### config.mk
export PLATFORM = sky130hd
export DESIGN_NAME = idec_core
export DESIGN_NICKNAME = d
export VERILOG_FILES = /design/src/rtl/idec_pkg.sv /design/src/rtl/idec_fields.sv /design/src/rtl/idec_flow.sv /design/src/rtl/idec_core.sv
export SDC_FILE = /design/constraint.sdc
export NUM_CORES = 1
export LEC_CHECK = 0
export ABC_AREA = 0
export BUFFER_PORTS_ARGS = -buffer_cell sky130_fd_sc_hd__buf_2
export CAP_MARGIN = 40
export CORE_AREA = 4 4 56 96
export CTS_CLUSTER_SIZE = 30
export DETAILED_ROUTE_END_ITERATION = 10
export DIE_AREA = 0 0 60 100
export HOLD_SLACK_MARGIN = 0.03
export PLACE_DENSITY_LB_ADDON = 0.25
export REMOVE_ABC_BUFFERS = 1
export SYNTH_ARGS = -nofsm -noshare
export SYNTH_HDL_FRONTEND = slang
export SYNTH_SLANG_ARGS = --single-unit
### constraint.sdc
create_clock -name clk -period 9.9 [get_ports clk]
set_clock_uncertainty 0.1 [all_clocks]
set_input_delay 0 -clock clk [delete_from_list [all_inputs] [get_ports clk]]
set_output_delay 0 -clock clk [all_outputs]
set_load 0.05 [all_outputs]
### src/rtl/idec_pkg.sv
package idec_pkg;
  typedef enum logic [2:0] {
    OP_NOP = 3'd0,
    OP_ADD = 3'd1,
    OP_AND = 3'd2,
    OP_ASR = 3'd3,
    OP_MOV = 3'd4,
    OP_LDI = 3'd5
  } alu_op_e;

  typedef enum logic [2:0] {
    FL_SEQ  = 3'd0,
    FL_JMP  = 3'd1,
    FL_BR   = 3'd2,
    FL_SKC  = 3'd3,
    FL_SKS  = 3'd4
  } flow_e;

  localparam int unsigned OFF_W = 12;
endpackage

### src/rtl/idec_fields.sv
module idec_fields
  import idec_pkg::*;
(
  input  logic [15:0]       instr_i,
  output alu_op_e           op_o,
  output flow_e             flow_o,
  output logic [4:0]        rd_o,
  output logic [4:0]        rr_o,
  output logic [7:0]        imm_o,
  output logic              wr_o,
  output logic [2:0]        sel_o,
  output logic [OFF_W-1:0]  off_o
);
  localparam int unsigned BR_W = 7;

  always_comb begin
    op_o   = OP_NOP;
    flow_o = FL_SEQ;
    rd_o   = 5'd0;
    rr_o   = 5'd0;
    imm_o  = 8'd0;
    wr_o   = 1'b0;
    sel_o  = instr_i[2:0];
    off_o  = '0;
    casez (instr_i)
      16'b0000_11??_????_????: begin
        op_o = OP_ADD;
        rd_o = {instr_i[8], instr_i[7:4]};
        rr_o = {instr_i[9], instr_i[3:0]};
        wr_o = 1'b1;
      end
      16'b0010_11??_????_????: begin
        op_o = OP_MOV;
        rd_o = {instr_i[8], instr_i[7:4]};
        rr_o = {instr_i[9], instr_i[3:0]};
        wr_o = 1'b1;
      end
      16'b0111_????_????_????: begin
        op_o  = OP_AND;
        rd_o  = {1'b1, instr_i[7:4]};
        imm_o = {instr_i[11:8], instr_i[3:0]};
        wr_o  = 1'b1;
      end
      16'b1110_????_????_????: begin
        op_o  = OP_LDI;
        rd_o  = {1'b1, instr_i[7:4]};
        imm_o = {instr_i[11:8], instr_i[3:0]};
        wr_o  = 1'b1;
      end
      16'b1001_010?_????_0101: begin
        op_o = OP_ASR;
        rd_o = instr_i[8:4];
        wr_o = 1'b1;
      end
      16'b1100_????_????_????: begin
        flow_o = FL_JMP;
        off_o  = instr_i[OFF_W-1:0];
      end
      16'b1111_00??_????_????: begin
        flow_o = FL_BR;
        off_o  = {{(OFF_W-BR_W){instr_i[9]}}, instr_i[9:3]};
      end
      16'b1111_110?_????_0???: begin
        flow_o = FL_SKC;
        rr_o   = instr_i[8:4];
        imm_o  = {5'd0, instr_i[2:0]};
      end
      16'b1111_111?_????_0???: begin
        flow_o = FL_SKS;
        rr_o   = instr_i[8:4];
        imm_o  = {5'd0, instr_i[2:0]};
      end
      default: ;
    endcase
  end
endmodule

### src/rtl/idec_flow.sv
module idec_flow
  import idec_pkg::*;
#(
  parameter int unsigned PC_W = 16
) (
  input  logic [PC_W-1:0]   pc_i,
  input  flow_e             flow_i,
  input  logic [OFF_W-1:0]  off_i,
  input  logic [2:0]        sel_i,
  input  logic [7:0]        sreg_i,
  input  logic              test_bit_i,
  input  logic              squash_i,
  output logic [PC_W-1:0]   next_pc_o,
  output logic              skip_o
);
  localparam int unsigned EXT_W = PC_W - OFF_W;

  logic [PC_W-1:0] off_ext;
  logic [PC_W-1:0] base;
  logic            take;

  assign off_ext = {{EXT_W{off_i[OFF_W-1]}}, off_i};
  assign base    = pc_i + PC_W'(1);

  always_comb begin
    take   = 1'b0;
    skip_o = 1'b0;
    if (!squash_i) begin
      unique case (flow_i)
        FL_JMP:  take = 1'b1;
        FL_BR:   take = sreg_i[sel_i];
        FL_SKC:  skip_o = ~test_bit_i;
        FL_SKS:  skip_o = test_bit_i;
        default: ;
      endcase
    end
    next_pc_o = take ? (base + off_ext) : base;
  end
endmodule

### src/rtl/idec_core.sv
module idec_core
  import idec_pkg::*;
#(
  parameter int unsigned PC_W = 16
) (
  input  logic             clk,
  input  logic             rst_n,
  input  logic             step_i,
  input  logic [15:0]      instr_i,
  input  logic [7:0]       sreg_i,
  input  logic             test_bit_i,
  input  logic             squash_i,
  output logic [4:0]       rd_idx_o,
  output logic [4:0]       rr_idx_o,
  output logic [7:0]       imm_o,
  output logic [2:0]       alu_op_o,
  output logic             wr_en_o,
  output logic             skip_o,
  output logic [PC_W-1:0]  pc_o,
  output logic [PC_W-1:0]  next_pc_o
);
  logic [1:0]       rst_pipe;
  logic             rst_q;
  logic [PC_W-1:0]  pc_q;
  logic [PC_W-1:0]  pc_d;
  alu_op_e          dec_op;
  flow_e            dec_flow;
  logic             dec_wr;
  logic [2:0]       dec_sel;
  logic [OFF_W-1:0] dec_off;

  always_ff @(posedge clk or negedge rst_n) begin
    if (!rst_n) rst_pipe <= 2'b00;
    else        rst_pipe <= {rst_pipe[0], 1'b1};
  end
  assign rst_q = rst_pipe[1];

  idec_fields u_fields (
    .instr_i (instr_i),
    .op_o    (dec_op),
    .flow_o  (dec_flow),
    .rd_o    (rd_idx_o),
    .rr_o    (rr_idx_o),
    .imm_o   (imm_o),
    .wr_o    (dec_wr),
    .sel_o   (dec_sel),
    .off_o   (dec_off)
  );

  idec_flow #(.PC_W(PC_W)) u_flow (
    .pc_i       (pc_q),
    .flow_i     (dec_flow),
    .off_i      (dec_off),
    .sel_i      (dec_sel),
    .sreg_i     (sreg_i),
    .test_bit_i (test_bit_i),
    .squash_i   (squash_i),
    .next_pc_o  (next_pc_o),
    .skip_o     (skip_o)
  );

  assign wr_en_o  = dec_wr & ~squash_i;
  assign alu_op_o = squash_i ? OP_NOP : dec_op;

  always_comb begin
    pc_d = pc_q;
    if (step_i) pc_d = next_pc_o;
  end

  always_ff @(posedge clk or negedge rst_n) begin
    if (!rst_n)      pc_q <= '0;
    else if (!rst_q) pc_q <= '0;
    else             pc_q <= pc_d;
  end

  assign pc_o = pc_q;
endmodule

* Word-level counts from Yosys, hierarchy flattened
Cells that the tools add are included.
** Word-level totals
- Bits in read-only memories :: 0
- Flip-flop bits (word level) :: 18
- Memories :: 0
- Latch bits :: 0
- Output and inout port bits :: 55
- RAM bits :: 0
- Bits of input ports :: 29
- Logic and storage cells :: 44
** Cells by class
- Div/mod/pow operators :: 0
- Bitwise gates (word level) :: 3
- Multipliers :: 0
- Reduce and logical (&&, ||, !) cells :: 5
- $add $sub $neg :: 2
- Mux-type cells :: 17
- Equal/unequal tests :: 14
- $lt $le $gt $ge :: 1
- Shifts and indexed selects :: 0
** Operators with widths (number)
- 2-to-1 mux 16 bit :: 3
- one-hot mux 12 bit (2 select lines) :: 1
- one-hot mux 5 bit (2 select lines) :: 2
- adder 16 x 1 -> 16 bit, second input constant :: 1
- adder 16 bit :: 1
- equality test 8 bit, second input constant :: 2
- one-hot mux 8 bit (2 select lines) :: 1
- one-hot mux 3 bit (5 select lines) :: 1
- one-hot mux 3 bit (4 select lines) :: 1
- equality test 11 bit, second input constant :: 1
- equality test 4 bit, second input constant :: 2
- equality test 3 x 2 -> 1 bit, second input constant :: 2
- equality test 6 x 2 -> 1 bit, second input constant :: 1
- equality test 6 x 4 -> 1 bit, second input constant :: 1
- equality test 6 bit, second input constant :: 1
- OR reduction 2 bit :: 3
- OR reduction 5 bit :: 1
- equality test 4 x 3 -> 1 bit, second input constant :: 1
- < comparator 3 x 4 -> 1 bit, second input constant :: 1
- 2-to-1 mux 1 bit :: 4
- one-hot mux 1 bit (2 select lines) :: 2
- binary-select mux 1 bit (select 3 bit) :: 1
- equality test 3 x 1 -> 1 bit, second input constant :: 1
- equality test 3 bit, second input constant :: 1
- other kinds (5) :: 6

* Logic depth before layout (Yosys ltp)
Gate-level depths: netlist of the first run.
- Depth after elaboration :: 8
- Gate-level depth with buffers :: 15
- Depth with buffers taken out :: 14

* Hierarchy
A second synthesis of the first run with hierarchy kept.
** Second synthesis, totals
- Cells, all modules :: 310
- Area total of the unflattened synthesis :: 2567.5 um^2
** By module, submodules not included
- idec_flow :: sequential area each 0.0 um^2, cells each 184, area an instance 1325.0 um^2, instances 1
- idec_core :: sequential area each 450.4 um^2, cells each 58, area an instance 774.5 um^2, instances 1
- idec_fields :: sequential area each 0.0 um^2, cells each 68, area an instance 467.9 um^2, instances 1

* Worst setup path after synthesis of the first run
Ideal clock, no wire load.
- Path kind :: register to register
- From :: register pc_q[0] (netlist: pc_o[0])
- To :: register pc_q[12] (netlist: pc_o[12])
- Slack :: 5666 ps
- Library setup time :: 67 ps
- Period minus slack after synthesis :: 4234 ps
- Stages on the path, launching flop included :: 16
- Arrival time :: 4067 ps
- Required time :: 9733 ps
- Path through :: dfrtp_1 ha_1 nand3_1 nor2_1 nand3_1 xor2_1 inv_1 ha_1 clkbuf_1 a21o_1 a21o_1 a31o_2 a31oi_1 xor2_1 a21oi_1 o21ba_2
** Between the ends
- Cells in the longest elaborated chain, start to end :: 5
** Ends and longest elaborated chain
- start, declared :: line idec_core.sv:24 : logic [PC_W-1:0] pc_q;
- start signal, assigned :: line idec_core.sv:73 : else pc_q <= pc_d;
- adder 16 x 1 -> 16 bit (*) :: line idec_flow.sv:23 : assign base = pc_i + PC_W'(1);
- adder 16 bit :: line idec_flow.sv:37 : next_pc_o = take ? (base + off_ext) : base;
- 2-to-1 mux 16 bit (*) :: line idec_flow.sv:37
- named net next_pc_o[12] :: line idec_core.sv:20 : output logic [PC_W-1:0] next_pc_o
- 2-to-1 mux 16 bit (*) :: line idec_core.sv:67 : if (step_i) pc_d = next_pc_o;
- 2-to-1 mux 16 bit (*) :: line idec_core.sv:72 : else if (!rst_q) pc_q <= '0;
The timed path passes the listed nets; every way through them passes the cells marked *. The select of a mux whose other input is x is not followed.
A chain may end at the register's enable or synchronous reset.

* Worst setup path in the final report of the first run
- From :: register pc_q[0] (netlist: pc_o[0])
- To :: output port next_pc_o[13]
** Between the ends
- Cells in the longest elaborated chain, start to end :: 3
** Ends and longest elaborated chain (line)
- adder 16 x 1 -> 16 bit (*) :: idec_flow.sv:23
- adder 16 bit :: idec_flow.sv:37
- 2-to-1 mux 16 bit (*) :: idec_flow.sv:37
- end, declared :: idec_core.sv:20
Mark *: on every way between the ends. The rest lies on a longest branch, timed or not.

==> impl.org, run 1 <==
** Timing
- Setup violations remaining at the end of the flow were counted as 0.
- Worst-case hold slack :: 111 ps
- Least setup slack across all paths after layout :: 5970 ps
- Number of hold violations in the final report :: 0
- Summed negative setup slack over all endpoints :: 0 ps
- Slew Limit Fails :: 0
- Setup repair after global routing left no endpoint under its margin.
- Derived from the worst setup path, the maximum achievable clock frequency is 254 MHz.
- Slew at the pin with the worst max-slew slack :: 785 ps
- For the finished layout, the period the worst path requires is 3930 ps.
- Measured against its own limit, the worst slew margin works out to 47.7%.
- The worst path uses 39.7% of the clock period.

** Worst setup path
- Worst flop-to-flop path startpoint :: pc_o[0]$_DFFE_PN0P_
- Data arrives at the worst endpoint at 3830 ps.
- CP Capture Type :: output port
- In this run the worst path has a maximum fanout of 8.
- Worst endpoint required time :: 9800 ps
- Type of the worst setup path :: register to output port
- Setup slack on the worst reg-to-reg path comes out at 6260 ps.
- Startpoint type of the worst setup path :: register
- Count of cells along the worst register-to-register path :: 14
- Origin of the worst setup path :: pc_o[0]$_DFFE_PN0P_
- In this run the critical register-to-register path is captured at pc_o[15]$_DFFE_PN0P_.
- End point of the critical path :: next_pc_o[13]

** Clock network
- TritonCTS clock tree :: yes
- Number of H-tree levels :: 1
- Counting every sink on the clock net gives 18.
- After clock tree synthesis, the clock-pin slew on the worst setup and hold paths is 70 ps.
- Counting along the longest clock path gives a buffer depth of 2.
- The number of clock buffers added by TritonCTS is 3.
- Root cell of the clock tree :: clkbuf_8
- At the later pin of the worst-skew pair, clock insertion delay measures 250 ps.
- Post-CTS setup repair buffer count :: 0

** Routing
- Avg Vias per Cell :: 5.98
- Via count :: 2685
- In the routed design, unresolved DRC markers number 0.
- Average routed wire per standard cell :: 16.1 µm
- Total Routed Length :: 7240 µm
- DRT iter0 DRCs :: 182
- The first detailed-routing pass ran for 5 iterations.
- The detail route stage leaves a number of antenna-violating nets equal to 0.

** Min path
- Type of the tightest min-delay check :: primary input to asynchronous set/reset pin

** Final layout
- Antenna diode count :: 0
- Final cell utilization of the core :: 64.0%
- Leaving out filler cells and counting taps, the final layout contains 449.
- Fraction of layout cells with a size suffix above 1 :: 26.2%
- The area growth from synthesis to layout is 19.1%.
- Number of nets at the end of the flow :: 445
- Cell area after layout :: 2960 µm²

** Place
- Number of port buffers :: 83
- Placer's final routability congestion estimate :: 0.933
- The number of placed instances, taps included, is 445.
- Placed standard-cell area :: 2910 µm²
- Prior to clock tree synthesis, the placed netlist has a worst setup slack of 6280 ps.
- Summed over all nets, the half-perimeter wirelength after detailed placement is 5900 µm.

** Run
- Across the run, the number of max-cap violations was 0.

** Global route
- Total routing usage reported by global routing :: 24.4%
- The initial antenna violation count was 0.
- The first global-routing pass estimated 11600 µm of wire.
- Total overflow reported by the global router :: 0
- Vias in the first global route :: 2583
- Pin count of the biggest net entering global routing :: 28

** Yosys
- Post-synth EDFFs :: 0
- After synthesis the cells add up to 2480 µm².
- For this run, the register share of the synthesized area comes to 18.1%.
- Counting instances in the post-synthesis netlist gives the leading cell types as nand2_1, a21oi_1, o21ai_0.
- The average instance in the mapped netlist occupies 7.69 µm².
- Share of flip-flops with an asynchronous set or reset after synthesis :: 100%
- Among all flip-flop cells after synthesis, the most frequent one is dfrtp_1.
- dfrtp_1 takes more of the synthesized area than any other cell.
- Distinct cell type count of the synthesized netlist :: 54
- Area share of the leading cell type in the synthesized netlist :: 18.1%
- Most common cell in the synthesized netlist :: nand2_1
- By area the synthesized netlist is led by dfrtp_1, ha_1, a21oi_1.
- Yosys printed 0 warnings.
- Post-synthesis instance total :: 323
- In this run, synthesis produced a sequential element count of 18.

** Power and ir drop
- For this design the static power due to leakage is 1.55 nW.
- Post-route total power :: 0.226 mW
- Dividing total power by cell area gives a power density of 76.6 nW/µm².
- The worst-case IR drop observed on VDD is 0.0000768 V.

** Floorplanning
- Die Wd :: 60 µm
- Number of placement rows :: 33
- Initial core utilization :: 53.7%
- Top-level I/O count :: 84
- The region available for standard cell placement spans 4620 µm².
- The die covers 6000 µm².
- Chip Height :: 100 µm

** Outcome
- Outcome :: complete, no violations
## state kept, by name, indices dropped and copies added (netlist names)
register / flops
pc_o: 16
rst_pipe: 2
## critical path, cell delays in order, from the launching register on
cell and delay, ps:
dfrtp_1 450, ha_1 270, nand3_1 160, nor2_1 310
xnor2_1 180, ha_1 240, a2111oi_0 400, o21ai_1 230
a41oi_1 440, o211ai_1 120, o21ai_0 100, xor2_1 320
a21oi_1 110, buf_2 250
## cell usage in the layout (no fill, tap or decap), types with 4 or more instances in the layout
| cell type | instances |
|---|---|
| buf_2 | 84 |
| nand2_1 | 31 |
| a21oi_1 | 29 |
| o21ai_0 | 26 |
| nor2_1 | 25 |
| dfrtp_1 | 18 |
| xnor2_1 | 16 |
| ha_1 | 16 |
| xor2_1 | 13 |
| inv_1 | 12 |
| nand4_1 | 11 |
| nand3_1 | 10 |
| nor2b_1 | 10 |
| a22o_1 | 9 |
| a21o_1 | 8 |
| and3_1 | 7 |
| and2_1 | 6 |
| nand2b_1 | 5 |
| o21ba_2 | 5 |
| mux2i_1 | 5 |
| mux2_2 | 4 |
## power breakdown
part / total, mW / internal (mW) / switching [mW]
clock: 0.0509 / 0.0270 / 0.0239
combinational: 0.0944 / 0.0281 / 0.0663
sequential: 0.0812 / 0.0764 / 0.00478
## worst min-delay path by stage
| stage | endpoint | cells after the start |
|---|---|---|
| after global routing | pc_o[8]$_DFFE_PN0P_ | 2 |
| final | pc_o[9]$_DFFE_PN0P_ | 2 |
| after detailed placement | rst_pipe[1]$_DFF_PN0_ | 1 |
| after floorplan | pc_o[0]$_DFFE_PN0P_ | 0 |
| after global placement | rst_pipe[1]$_DFF_PN0_ | 1 |
| after CTS | rst_pipe[1]$_DFF_PN0_ | 2 |
## metal layers
layer	share of wire, %	vias to the layer above	GRT usage [%]
li1	-	1333	-
met1	37	1216	26.7
met4	4.3	0	9.73
met3	5.1	25	2.57
met2	53	111	45.5
met5	0	-	0
## repair_timing
action	CTS	global route
hold buffers	1	0
resized for setup	0	0
endpoints found under the hold margin	18	0
## layout make-up
type	count	area (µm²)
Sequential cell	18	450
Timing Repair Buffer	86	438
Tap cell	52	65.1
Fill cell	457	1670
Clock buffer	3	41.3
Inverter	12	45.0
Multi-Input combinational cell	278	1920
## cells by family (layout without fill, tap and decap cells)
family	count (synthesis)	in the layout	share of synthesized area (%)
xor gates and xnor gates	29	29	10.2
DFF	18	18	18.1
buffers and inverters	27	101	5.09
and+or+nand+nor	122	122	25.8
adders and majority gates	17	17	8.87
other	1	1	0.151
muxes	11	11	5.94
AOI/OAI and AO/OA	98	98	25.7
No activity file was read; power rests on OpenSTA's default activity.
==> run 2: changes to the inputs <==
CORE_AREA = 4 4 58 99   (was 4 4 56 96)
DIE_AREA = 0 0 62 103   (was 0 0 60 100)
clock period = 4 ns   (was 9.9 ns; I/O delays follow)
==> impl.org, run 2 (synthesis results as in run 1) <==
** Timing
- Slew at the pin with the worst max-slew slack :: 714 ps
- Least setup slack across all paths after layout :: 227 ps
- Timing would allow up to 265 MHz.
- Setup violations remaining at the end of the flow were counted as 0.
- RSZ-0062 raised after global routing :: no
- Min cycle time layout :: 3770 ps
- Measured against its own limit, the worst slew margin works out to 52.3%.
- The max-slew violation count came to 0.
- Number of hold violations in the final report :: 0
- After layout, the worst path uses 94.3% of the clock period.

** Floorplanning
- Area enclosed by the die boundary :: 6390 µm²
- The floorplan step set the die width to 62 µm.
- Chip Height :: 103 µm
- During I/O placement, the number of pins put on the boundary was 84.
- The core region is 4980 µm².
- Number of placement rows :: 34
- The initial utilization of the core area, before any placement, comes to 49.9%.

** Final layout
- The register with the most flip-flops in the layout has 16 of them.
- Most used cells in the layout excluding fill and tap cells :: buf_2, nand2_1, a21oi_1
- Fraction of layout cells with a size suffix above 1 :: 26.9%
- The repair_antennas step left the layout with diodes totalling 0.
- Excluding fillers, the count of instances in the completed layout stands at 452.
- Compared with the post-synthesis result, the final layout area differs by 20.5%.
- The net count of the finished layout is 445.
- Fill cells in the final layout number 488.
- Most frequent standard cell in the layout excluding fill and tap cells :: buf_2

** Power and ir drop
- Of the total power, combinational logic draws 40.1%.
- In this run the power density over the cells is 196 nW/µm².
- Share of power burned in registers :: 34.3%
- Net switching is 40.9% of the power.
- Cell-internal power :: 0.347 mW
- Fraction of power consumed by the clock network :: 25.6%
- The analysis attributes to cell leakage a power of 1.55 nW.
- Post-route total power :: 0.587 mW
- Across the VDD grid, the largest voltage drop is 0.000353 V.
- Reported net switching power :: 0.240 mW

** Clock network
- # clock sinks :: 18
- Clock-pin slew on the worst setup and hold paths :: 70 ps
- CTS Buf Count :: 3
- TritonCTS built the clock tree.
- Deepest clock path buffer count :: 2
- In this run the number of H-tree levels came out at 1.
- The tree is rooted in a clkbuf_8.
- Clock latency on the worst-skew pair, taken at its later pin, is 260 ps.
- Post-CTS setup repair buffer count :: 0

** Worst setup path
- Of all nets on the critical path, the largest fanout is 8.
- CP Capture Type :: output port
- The worst setup path is launched from a register.
- Data on the critical path arrives at its endpoint at 3670 ps.
- Data on the critical path is required at its endpoint by 3900 ps.
- Type of the worst setup path :: register to output port

** Routing
- DRT iter0 DRCs :: 128
- Antenna Nets Post-Route :: 0
- Drt drc :: 0
- The first detailed-routing pass took 4 iterations.
- Avg Vias per Cell :: 6.01
- Via count :: 2715
- Total Routed Length :: 7360 µm
- In the final routed layout, each cell accounts on average for 16.3 µm.

** Place
- Number of placed cells counting well taps :: 447
- Placer's final routability congestion estimate :: 0.884
- Detailed placement ended at an HPWL of 5960 µm.
- Prior to clock tree synthesis, the placed netlist has a worst setup slack of 376 ps.
- The count of buffers added on input and output ports is 83.

** Global route
- Wire length of the first global-routing pass :: 11900 µm
- The via count of the first global-routing pass is 2640.
- Global routing finished with a remaining overflow of 0.
- Global routing used 23.8% of the available tracks.
- Pin count of the biggest net entering global routing :: 29
- Antenna violations before repair :: 0

** Run
- The tool flagged a number of max-cap violations equal to 0.

** Min path
- In this run the worst hold path is classified as primary input to asynchronous set/reset pin.

** Outcome
- Outcome :: complete, no violations
run 2: worst max-delay path: stages, from the launching register on:
cell     delay, ps
dfrtp_2        430
ha_1           230
nand3_1        210
nor2_4         210
nand3_1        110
xor2_1         220
inv_1          110
ha_1           380
a21o_1         240
a21o_1         190
a31o_2         230
a31oi_1        200
xor2_1         120
a21oi_1        280
buf_4          250
run 2: final cells by class:
| cell class | count | area (µm²) | share of cell area [%] |
|---|---|---|---|
| tap | 54 | 67.6 | 2.26 |
| sequential | 18 | 452 | 15.1 |
| multi-input combinational | 278 | 1930 | 64.4 |
| clock buffer | 4 | 55.1 | 1.84 |
| timing repair buffer | 86 | 445 | 14.9 |
| inverter | 12 | 45.0 | 1.51 |
run 2: per-stage QoR:
step | util (%) | area, µm² | setup TNS, ps | hold slack (ps)
after CTS | 59.8 | 2980 | 0 | 109
after global placement | 58.5 | 2910 | 0 | -153
after detailed placement | 58.5 | 2910 | 0 | -143
after global routing | 60.1 | 2990 | 0 | 132
after floorplan | - | 2400 | -244 | -396
final | 60.1 | 2990 | 0 | 111
run 2: path summary, 6_finish.rpt:
| path | endpoint | cells after the start | start | slack, ps |
|---|---|---|---|---|
| setup reg to reg | pc_o[12]$_DFFE_PN0P_ | 14 | pc_o[0]$_DFFE_PN0P_ | 400 |
| max in group asynchronous | pc_o[0]$_DFFE_PN0P_ | 2 | rst_n | 3370 |
| hold / removal | pc_o[4]$_DFFE_PN0P_ | 2 | rst_n | 110 |
| setup / recovery | next_pc_o[12] | 14 | pc_o[0]$_DFFE_PN0P_ | 230 |
| min in group clk | pc_o[11]$_DFFE_PN0P_ | 2 | step_i | 110 |
| hold reg to reg | rst_pipe[1]$_DFF_PN0_ | 0 | rst_pipe[0]$_DFF_PN0_ | 260 |
run 2: repair_timing:
| item | 4_1_cts | 5_1_grt |
|---|---|---|
| setup endpoints to repair | 0 | 4 |
| gates resized for setup | 0 | 8 |
| endpoints found under the hold margin | 18 | 0 |
| hold buffers | 1 | 0 |
run 2: metal layers:
metal  GRT usage, %  wire length, µm  vias to the layer above
met4           10.6              344                        0
met5              0                0                        -
met2           43.0             3960                      104
met1           26.7             2730                     1254
li1               -                -                     1331
met3           2.63              315                       26
run 2: power groups by stage:
stage | Combinational, mW | Sequential [mW] | Clock, mW
after floorplan | 0.137 | 0.222 | 0
after global placement | 0.232 | 0.204 | 0
after detailed placement | 0.234 | 0.204 | 0
after CTS | 0.235 | 0.201 | 0.153
after global routing | 0.255 | 0.202 | 0.164
final | 0.235 | 0.201 | 0.150
==> run 3: changes to the inputs <==
CAP_MARGIN = 20   (was 40)
PLACE_DENSITY = 0.79   (was not set)
PLACE_DENSITY_LB_ADDON = not set   (was 0.25)
clock period = 3.8 ns   (was 4 ns; I/O delays follow)
==> impl.org, run 3 (synthesis results as in run 1) <==
** Place
- The number of placed instances, taps included, is 447.
- The congestion estimate from routability-driven global placement came to 0.937.
- After detailed placement, the total cell area comes to 2910 µm².
- Number of port buffers :: 83
- Dpl ws :: 241 ps
- Post-DP HPWL :: 5870 µm

** Global route
- Total overflow reported by the global router :: 0
- For this run, the total global-route usage over all layers was measured as 23.1%.
- Vias in the first global route :: 2553
- Met3 track demand over resource :: 3.63%
- Entering global routing, the biggest net connects 40 pins.
- Antenna violations before repair :: 0
- Global route hottest layer :: met2
- In the global route stage, met2 resource usage came out at 40.6%.
- Wire length of the first global-routing pass :: 11500 µm
- Met1 usage in global routing :: 26.5%

** Final layout
- Cell area after layout :: 3030 µm²
- Once layout is complete, the utilization of the core stands at 60.8%.
- From synthesis to final layout, the design area changed by 21.9%.
- The top cell types in the final layout, fill and taps aside, are buf_2, nand2_1, a21oi_1.
- The number of antenna diodes in the final layout is 0.
- The final layout contains 445 nets.
- Most frequent standard cell in the layout excluding fill and tap cells :: buf_2
- The register with the most flip-flops in the layout has 16 of them.
- Final standard cell count with taps included and fillers excluded :: 452
- Cells with a size suffix above 1 make up 28.6% of the layout.

** Timing
- The worst pin sits at a relative slew slack of 46.8%.
- Max Fclk :: 278 MHz
- On the final layout, the worst hold slack is 83.9 ps.
- Setup violations remaining at the end of the flow were counted as 0.
- Slew at the pin with the worst max-slew slack :: 796 ps
- Min cycle time layout :: 3590 ps
- Least setup slack across all paths after layout :: 206 ps
- The final count of hold timing violations was 0.
- Slew Limit Fails :: 0
- In the final timing run, aggregate negative setup slack is 0 ps.
- Final clock period utilization by the worst path :: 94.6%

** Floorplanning
- Chip Height :: 103 µm
- The initial utilization of the core area, before any placement, comes to 49.9%.
- Top-level I/O count :: 84
- Area enclosed by the die boundary :: 6390 µm²
- Floorplan Core Area :: 4980 µm²
- Number of placement rows :: 34
- Die Wd :: 62 µm

** Routing
- Antenna Nets Post-Route :: 0
- The first TritonRoute pass finished after 5 iterations.
- Via count :: 2763
- Using the TritonRoute via totals, the vias-per-cell ratio works out to 6.11.
- Average routed wire per standard cell :: 16.5 µm
- DRT iter0 DRCs :: 114
- For this block, the routed nets add up to 7470 µm of wire.
- After detailed routing, the number of remaining DRC violations is 0.

** Clock network
- The tree is rooted in a clkbuf_8.
- TritonCTS clock tree :: yes
- After clock tree synthesis, the clock-pin slew on the worst setup and hold paths is 70 ps.
- Number of H-tree levels :: 1
- # clock sinks :: 18
- Insertion delay of the later-clocked pin in the worst-skew pair :: 260 ps
- In this run, CTS created clock tree buffers numbering 3.
- Counting along the longest clock path gives a buffer depth of 2.

** Power and ir drop
- Summed over all nets, the switching power comes to 0.257 mW.
- Registers are responsible for 34.1% of the overall power.
- The internal portion of the total power is 0.366 mW.
- In this run switching power makes up 41.2% of total power.
- Overall power consumption after layout is estimated at 0.623 mW.
- For this design the ratio of total power to cell area is 206 nW/µm².
- In this run the static leakage power is 1.55 nW.
- The share of total power dissipated in combinational logic is 40.0%.
- The worst-case IR drop observed on VDD is 0.000313 V.
- Fraction of power consumed by the clock network :: 25.9%

** Worst setup path
- The critical path contains buffers and inverters numbering 2 combined.
- Worst endpoint required time :: 3700 ps
- Worst stage delay on the critical path :: 440 ps
- Gate family responsible for the most delay along the worst path :: compound AO/OA/AOI/OAI gates
- Type of the worst setup path :: register to output port
- The worst setup path is captured at an output port.
- Worst path cell trace :: and3_1 -> nand4_1 -> nor3_2 -> xnor2_1 -> inv_1 -> ha_1 -> a21o_1 -> a21oi_1 -> o211a_1 -> o21ai_0 -> a21oi_1 -> xnor2_1 -> mux2_2 -> buf_2
- Data arrives at the worst endpoint at 3490 ps.
- Critical path's slowest cell :: dfrtp_1
- In this run the worst path has a maximum fanout of 8.
- Startpoint type of the worst setup path :: register

** Min path
- Type of the tightest min-delay check :: primary input to asynchronous set/reset pin

** Outcome
- Outcome :: complete, no violations

** Run
- Number of violations of the max-capacitance limit :: 0
run 3: cell counts in the layout (fill, tap and decap cells not counted):
Identical to the previous run, type by type.
run 3: cell type report:
cell class	count	area [µm²]
Fill cell	447	1950
Multi-Input combinational cell	278	1960
Sequential cell	18	452
Clock buffer	4	55.1
Inverter	12	45.0
Tap cell	54	67.6
Timing Repair Buffer	86	445
run 3: what timing repair did:
item | in CTS | in global routing
resized for setup | 2 | 14
hold buffers | 1 | 0
pin swaps | 0 | 1
setup endpoints to repair | 2 | 10
cloned | 0 | 0
hold endpoints to repair | 18 | 0
buffers inserted | 0 | 0
run 3: path summary, 6_finish.rpt:
check                           depth (start not counted)                    end                  start  slack, ps
worst max register to register                         14   pc_o[12]$_DFFE_PN0P_    pc_o[0]$_DFFE_PN0P_        440
max in group asynchronous                               2    pc_o[0]$_DFFE_PN0P_                  rst_n       3190
min in group clk                                        2    pc_o[8]$_DFFE_PN0P_                 step_i        140
worst max-delay path                                   14          next_pc_o[14]    pc_o[4]$_DFFE_PN0P_        210
worst min-delay path                                    2  rst_pipe[1]$_DFF_PN0_                  rst_n         80
worst min register to register                          0  rst_pipe[1]$_DFF_PN0_  rst_pipe[0]$_DFF_PN0_        260
run 3: power groups by stage:
stage | Combinational [mW] | Clock [mW] | Sequential (mW)
after CTS | 0.247 | 0.162 | 0.211
after floorplan | 0.144 | 0 | 0.234
after global routing | 0.266 | 0.169 | 0.213
after global placement | 0.241 | 0 | 0.214
final | 0.249 | 0.161 | 0.212
after detailed placement | 0.245 | 0 | 0.215
run 3: routing by layer:
metal	vias up	part of all wire (%)
met2	123	53
met4	0	3.8
met3	26	5.6
met1	1285	37
met5	-	0
li1	1329	-
